$ cat src/rtl/mux_bus_seq.sv
module mux_bus_seq #(
  parameter int AW = 20,
  parameter int DW = 16
) (
  input  logic          clk,
  input  logic          rst_n,
  input  logic          req_valid,
  input  logic [AW-1:0] req_addr,
  input  logic          req_write,
  input  logic          req_io,
  input  logic          req_word,
  input  logic [DW-1:0] req_wdata,
  input  logic [1:0]    req_seg,
  input  logic          intr_en,
  input  logic          ready,
  input  logic [DW-1:0] ad_in,
  output logic [DW-1:0] ad_out,
  output logic          ad_oe,
  output logic [AW-DW-1:0] upper_out,
  output logic          addr_latch,
  output logic          rd_strobe_n,
  output logic          wr_strobe_n,
  output logic          mem_sel,
  output logic          xmit_dir,
  output logic          buf_en,
  output logic          hi_byte_n,
  output logic          busy,
  output logic          done,
  output logic [DW-1:0] rdata,
  output logic          err
);
  localparam int HW = DW / 2;
  localparam int UW = AW - DW;

  typedef enum logic [2:0] {S_IDLE, S_T1, S_T2, S_TW, S_T3, S_T4} st_t;

  st_t           st;
  logic [AW-1:0] a_q;
  logic [DW-1:0] wd_q, rd_q;
  logic [1:0]    seg_q;
  logic          wr_q, io_q, w_q, err_q;

  always_ff @(posedge clk or negedge rst_n) begin
    if (!rst_n) begin
      st    <= S_IDLE;
      a_q   <= '0;
      wd_q  <= '0;
      rd_q  <= '0;
      seg_q <= '0;
      wr_q  <= 1'b0;
      io_q  <= 1'b0;
      w_q   <= 1'b0;
      err_q <= 1'b0;
    end else begin
      err_q <= 1'b0;
      case (st)
        S_IDLE: if (req_valid) begin
          if (req_word && req_addr[0]) err_q <= 1'b1;
          else begin
            a_q   <= req_addr;
            wd_q  <= req_wdata;
            seg_q <= req_seg;
            wr_q  <= req_write;
            io_q  <= req_io;
            w_q   <= req_word;
            st    <= S_T1;
          end
        end
        S_T1: st <= S_T2;
        S_T2, S_TW: st <= ready ? S_T3 : S_TW;
        S_T3: begin
          st <= S_T4;
          if (!wr_q) begin
            if (w_q)         rd_q <= ad_in;
            else if (a_q[0]) rd_q <= {{HW{1'b0}}, ad_in[DW-1:HW]};
            else             rd_q <= {{HW{1'b0}}, ad_in[HW-1:0]};
          end
        end
        S_T4: st <= S_IDLE;
        default: st <= S_IDLE;
      endcase
    end
  end

  logic in_t1, data_ph, act;
  logic [UW-1:0] stat;
  assign in_t1   = (st == S_T1);
  assign data_ph = (st == S_T2) || (st == S_TW) || (st == S_T3);
  assign act     = (st != S_IDLE);
  assign stat    = UW'({1'b0, intr_en, seg_q});

  assign ad_out      = in_t1 ? a_q[DW-1:0] : (w_q ? wd_q : {wd_q[HW-1:0], wd_q[HW-1:0]});
  assign ad_oe       = in_t1 || (act && wr_q);
  assign upper_out   = in_t1 ? a_q[AW-1:DW] : (act ? stat : '0);
  assign addr_latch  = in_t1;
  assign rd_strobe_n = !(data_ph && !wr_q);
  assign wr_strobe_n = !(data_ph && wr_q);
  assign buf_en      = data_ph;
  assign xmit_dir    = act ? wr_q : 1'b1;
  assign mem_sel     = act && !io_q;
  assign hi_byte_n   = in_t1 ? !(w_q || a_q[0]) : 1'b1;
  assign busy        = act;
  assign done        = (st == S_T4);
  assign rdata       = rd_q;
  assign err         = err_q;

  p_strobe_excl_r5: assert property (@(posedge clk) disable iff (!rst_n)
    !(!rd_strobe_n && !wr_strobe_n));
  p_wait_insert_r4: assert property (@(posedge clk) disable iff (!rst_n)
    (!rd_strobe_n || !wr_strobe_n) && !ready |=> (!rd_strobe_n || !wr_strobe_n));
  p_done_single_r9: assert property (@(posedge clk) disable iff (!rst_n)
    done |=> !done && !busy);
  p_status_zero_r3: assert property (@(posedge clk) disable iff (!rst_n)
    busy && !addr_latch |-> !upper_out[UW-1]);
  p_err_idle_r10: assert property (@(posedge clk) disable iff (!rst_n)
    err |-> !busy);
  p_latch_start_r2: assert property (@(posedge clk) disable iff (!rst_n)
    $rose(busy) |-> addr_latch);
  p_hi_quiet_r8: assert property (@(posedge clk) disable iff (!rst_n)
    !addr_latch |-> hi_byte_n);
endmodule

$ cat config.mk
export PLATFORM = sky130hd
export DESIGN_NAME = mux_bus_seq
export DESIGN_NICKNAME = d
export VERILOG_FILES = /design/src/rtl/mux_bus_seq.sv
export SDC_FILE = /design/constraint.sdc
export NUM_CORES = 1
export LEC_CHECK = 0
export BUFFER_PORTS_ARGS = -buffer_cell sky130_fd_sc_hd__buf_2
export CORE_ASPECT_RATIO = 1.1
export CORE_MARGIN = 2
export CORE_UTILIZATION = 35
export CTS_CLUSTER_DIAMETER = 60
export DETAILED_ROUTE_END_ITERATION = 6
export GPL_ROUTABILITY_DRIVEN = 0
export PLACE_DENSITY = 0.57
export REMOVE_ABC_BUFFERS = 1
export SYNTH_ARGS = -nofsm -noshare
export SYNTH_HDL_FRONTEND = slang
export SYNTH_SLANG_ARGS = --single-unit
$ cat constraint.sdc
create_clock -name clk -period 1.8 [get_ports clk]
set_input_delay 0 -clock clk [delete_from_list [all_inputs] [get_ports clk]]
set_output_delay 0 -clock clk [all_outputs]
set_load 0.03 [all_outputs]
# Word-level counts from Yosys, hierarchy flattened
# Cells that the tools add are included.
[word_totals] reg_bits=61 inputBits=62 output_inout_bits=47
[op_classes] n_eq_ne=7 n_mux=15 n_bitwise=2 reduce_logical=20
[op_table] cell="$mux 16" n=3
[op_table] cell="$mux 3" n=4
[op_table] cell="$pmux 3 s4" n=1
[op_table] cell="$mux 8" n=1
[op_table] cell="$eq 3x2->1 const B" n=2
[op_table] cell="$eq 3x3->1 const B" n=2
[op_table] cell="$logic_and 1x1->1" n=5
[op_table] cell="$logic_not 1->1" n=5
[op_table] cell="$mux 1" n=5
[op_table] cell="$logic_or 1x1->1" n=4
[op_table] cell="$mux 4" n=1
[op_table] cell="$ne 2x2->1 const B" n=2
[op_table] cell="$reduce_and 2->1" n=2
[op_table] cell="$eq 3x1->1 const B" n=1
[op_table] cell="$logic_not 3->1" n=1
[op_table] cell="$reduce_and 3->1" n=1
[op_table] cell="$reduce_bool 3->1" n=1
[op_table] cell="$not 1->1" n=2
[op_table] cell="$reduce_or 2->1" n=1

# Longest topological paths before layout
[logic_depth] depth_word=5 ltp_mapped=6 ltp_nobuf=3

# Worst setup path before layout
# OpenSTA, ideal clock, no wires.
[synth_timing] kind="register -> output" startpoint="reg st[0]" endpoint="out hi_byte_n" t_arrival_ns=1.766 t_required_ns=1.800 setup_slack_ns=0.034 path_stages_with_launch=5 path_buffers=2 cell_sequence="dfrtp_1 > buf_2 > nor3b_2 > clkbuf_1 > o21ai_0"
[synth_between] elab_chain_cells=2
[synth_rtl] element="from (decl)" line_no="37" rtl="st_t st;"
[synth_rtl] element="from (signal assigned)" line_no="70" rtl="S_T2, S_TW: st <= ready ? S_T3 : S_TW;"
[synth_rtl] element="$eq 3x1->1" line_no="87" rtl="assign in_t1 = (st == S_T1);"
[synth_rtl] element="via addr_latch" line_no="20" rtl="output logic addr_latch,"
[synth_rtl] element="$mux 1" line_no="101" rtl="assign hi_byte_n = in_t1 ? !(w_q || a_q[0]) : 1'b1;"
[synth_rtl] element="to (decl)" line_no="26" rtl="output logic hi_byte_n,"
# The timed path passes the listed nets, and every way through them passes these cells.

# Worst setup path after layout
[layout_timing] startpoint="reg st[1]" endpoint="out ad_out[0]"
[layout_between] elab_chain_cells=2
[layout_rtl] element="$eq 3x1->1" line_no="87"
[layout_rtl] element="$mux 16" line_no="92" rtl="assign ad_out = in_t1 ? a_q[DW-1:0] : (w_q ? wd_q : {wd_q[HW-1:0], wd_q[HW-1:0]});"
[layout_rtl] element="to (decl)" line_no="17" rtl="output logic [DW-1:0] ad_out,"
# Every way passes these cells.

==> run summary <==
Clock Skew - 0.007087 ns
pwr/cell area - 1840 nW/um^2
Fin Setup TNS - 0 ns
status - finished clean
Final period util - 0.9794
clk slew on worst S/H paths - 0.07 ns
Leak - 2.213 nW
Die X-Extent - 89.65 um
library cells used by synthesis - 28
Crit Path Max Fanout - 6
CTS tree - built
Die Area - 8804 um^2
relative slew slack - 0.6530
largest net degree at the start of global routing - 62
Worst Hold Depth - 3
Worst Hold Class - in -> reg
hold path startpoint - req_valid
critical path class - reg -> out
DR vias - 2386
Startpoint Class - flip-flop
Layout area overhead - 56.80%
clock sinks - 61
Slew @ Worst Pin - 0.5205 ns
worst flop-to-flop path startpoint - st[1]
Detail Route Antenna Nets - 0
Starting Density - 0.3588
fill count - 695
# DRC - 0
Warnings, synthesis - 0
Reg2Reg Setup Slack - 0.13 ns
final hold vios - 0
Via density - 4.571
Starting DRT DRC Count - 53
nets - 471
core area - 7870 um^2
Clk Latency, worst-skew pair - 0.33 ns
DPL Wire Length - 4335 um
FP Rows - 34
Fmax achieved - 567.2 MHz
Critical Path RT - 1.80 ns
vias in the first global route - 2345
# setup viols final - 0
CTS H-tree depth - 3
post-DR wirelength/cell - 14.01 um
Reg2Reg Depth - 5
critical path arrival - 1.76 ns
Max VDD drop - 0.0008214 V
syn avg cell area - 12.22 um^2
register area share after synthesis - 0.5405
io pins - 109
Pre-antenna DRT Iters - 4
IO Port Bufs - 108
Total GRT Usage - 0.1648
Synth Register Bits - 61
Reg-to-Reg End - a_q[15]
first-pass GRT wire length - 11150 um
Die H - 98.21 um
Mapped Cells - 231
CTS Buf Count - 9
min cycle time layout - 1.763 ns
clock root buffer - clkbuf_8
Placement Setup Slack - 0.2064 ns
clock buffer depth - 2
share of cells above drive strength 1 - 0.4710
Min-Delay Endpoint - st[0]
routed wire length - 7312 um
cell area after layout - 4428 um^2
GRT overflow - 0
number of max-cap violations - 0
placed cell areas - 3502 um^2
ANT cells - 0
initial antenna violation count - 0
Post-Syn Area - 2824 um^2
critical path capture point type - output pin
Final WS setup - 0.03707 ns
Slew Limit Fails - 0
[synth_stat cells]
| library cell | instances | area (um^2) |
|---|---|---|
| dfrtp_1 | 61 | 1526 |
| mux2_2 | 37 | 416.7 |
| nand2_1 | 36 | 135.1 |
| mux2i_1 | 16 | 160.2 |
| o21ai_0 | 11 | 55.05 |
| mux2_4 | 10 | 150.1 |
| nand3_1 | 9 | 45.04 |
| buf_2 | 8 | 40.04 |
| o21ai_1 | 8 | 40.04 |
| nor2_1 | 6 | 22.52 |
| nand2b_1 | 4 | 25.02 |
| a22o_1 | 3 | 26.28 |
| clkbuf_1 | 3 | 11.26 |
| buf_6 | 2 | 22.52 |
| clkbuf_2 | 2 | 10.01 |
| o22a_1 | 2 | 17.52 |
| or4b_1 | 2 | 20.02 |
| a21o_1 | 1 | 7.510 |
| a21oi_1 | 1 | 5.000 |
| and2_1 | 1 | 6.260 |
| and3b_1 | 1 | 8.760 |
| buf_4 | 1 | 7.510 |
| inv_1 | 1 | 3.750 |
| nor3_4 | 1 | 16.27 |
| nor3b_2 | 1 | 12.51 |
| nor4b_2 | 1 | 15.01 |
| o32ai_1 | 1 | 8.760 |
| or3b_2 | 1 | 8.760 |
[cell families after synthesis]
logic type / after synthesis / synth area share
muxes: 63 / 0.2574
and+or+nand+nor: 63 / 0.1117
DFF: 61 / 0.5405
AOI/OAI and AO/OA: 27 / 0.05671
buffers and inverters: 17 / 0.03367
[sequential cells by signal, indices dropped and copies added (netlist names)]
register  cells
rdata        16
wr_q          1
w_q           1
seg_q         2
io_q          1
a_q          20
st            3
wd_q         16
err           1
[critical path, cell delays in order (launching register included)]
cell and delay, ns:
dfrtp_2 0.43, nor3b_4 0.22, buf_6 0.14, clkbuf_16 0.14
mux2_2 0.33, buf_4 0.17
[cell type report]
type	count	area, um^2	share of cell area
inverter	1	3.754	0.0008477
tap	108	135.1	0.03052
timing repair buffer	183	1348	0.3043
sequential	61	1530	0.3456
clock buffer	12	145.1	0.03278
clock inverter	4	47.55	0.01074
multi-input combinational	153	1219	0.2752
[cells in the final DEF (no fill, tap or decap), types with 2 or more instances in the layout]
cell type | Yosys | routed
buf_2 | 8 | 103
dlygate4sd3_1 | 0 | 59
dfrtp_1 | 61 | 58
mux2_2 | 37 | 37
nand2_1 | 36 | 35
mux2i_1 | 16 | 16
buf_4 | 1 | 15
o21ai_0 | 11 | 10
mux2_4 | 10 | 10
clkbuf_8 | 0 | 10
o21ai_1 | 8 | 9
nand3_1 | 9 | 8
nor2_1 | 6 | 5
nand2b_1 | 4 | 4
a22o_1 | 3 | 3
buf_12 | 0 | 3
dfrtp_2 | 0 | 3
or4b_1 | 2 | 2
o22a_1 | 2 | 2
clkinv_2 | 0 | 2
clkbuf_1 | 3 | 2
[how the worst max path moves through the flow]
stage                     start        end
final                     st[1]  ad_out[0]
after global routing      st[1]  ad_out[6]
after CTS                 st[2]  ad_out[0]
after detailed placement  st[1]    a_q[10]
after global placement    st[1]    a_q[11]
after floorplan           st[1]  hi_byte_n
[where the power goes]
part | switching (mW) | internal [mW]
Clock | 0.528 | 0.674
Sequential | 0.367 | 2.03
Combinational | 2.60 | 1.94
[routing by layer]
metal	up-vias	global-route usage	part of all wire
met5	-	0	0
li1	1161	-	-
met3	9	0.03550	0.053
met1	1145	0.2053	0.45
met4	0	0.05511	0.011
met2	71	0.2783	0.48
[timing repair]
item                                    in CTS  in global routing
gates cloned                                 1                  1
pin swaps                                    1                  1
endpoints found under the setup margin      11                 20
hold buffers                                59                  0
setup buffers                                6                  2
endpoints found under the hold margin      122                  0
resized for setup                            5                 10
[stage by stage]
stage,cells,hold slack [ns],power [mW],utilization
finish,522,0.03839,8.145,0.5626
global route,522,0.04551,8.659,0.5626
CTS,519,0.01491,8.073,0.5555
detailed placement,437,0.03936,6.534,0.4450
global placement,437,0.04122,6.461,0.4450
floorplan,215,-0.2956,5.342,-
(Power assumes the default switching activity.)
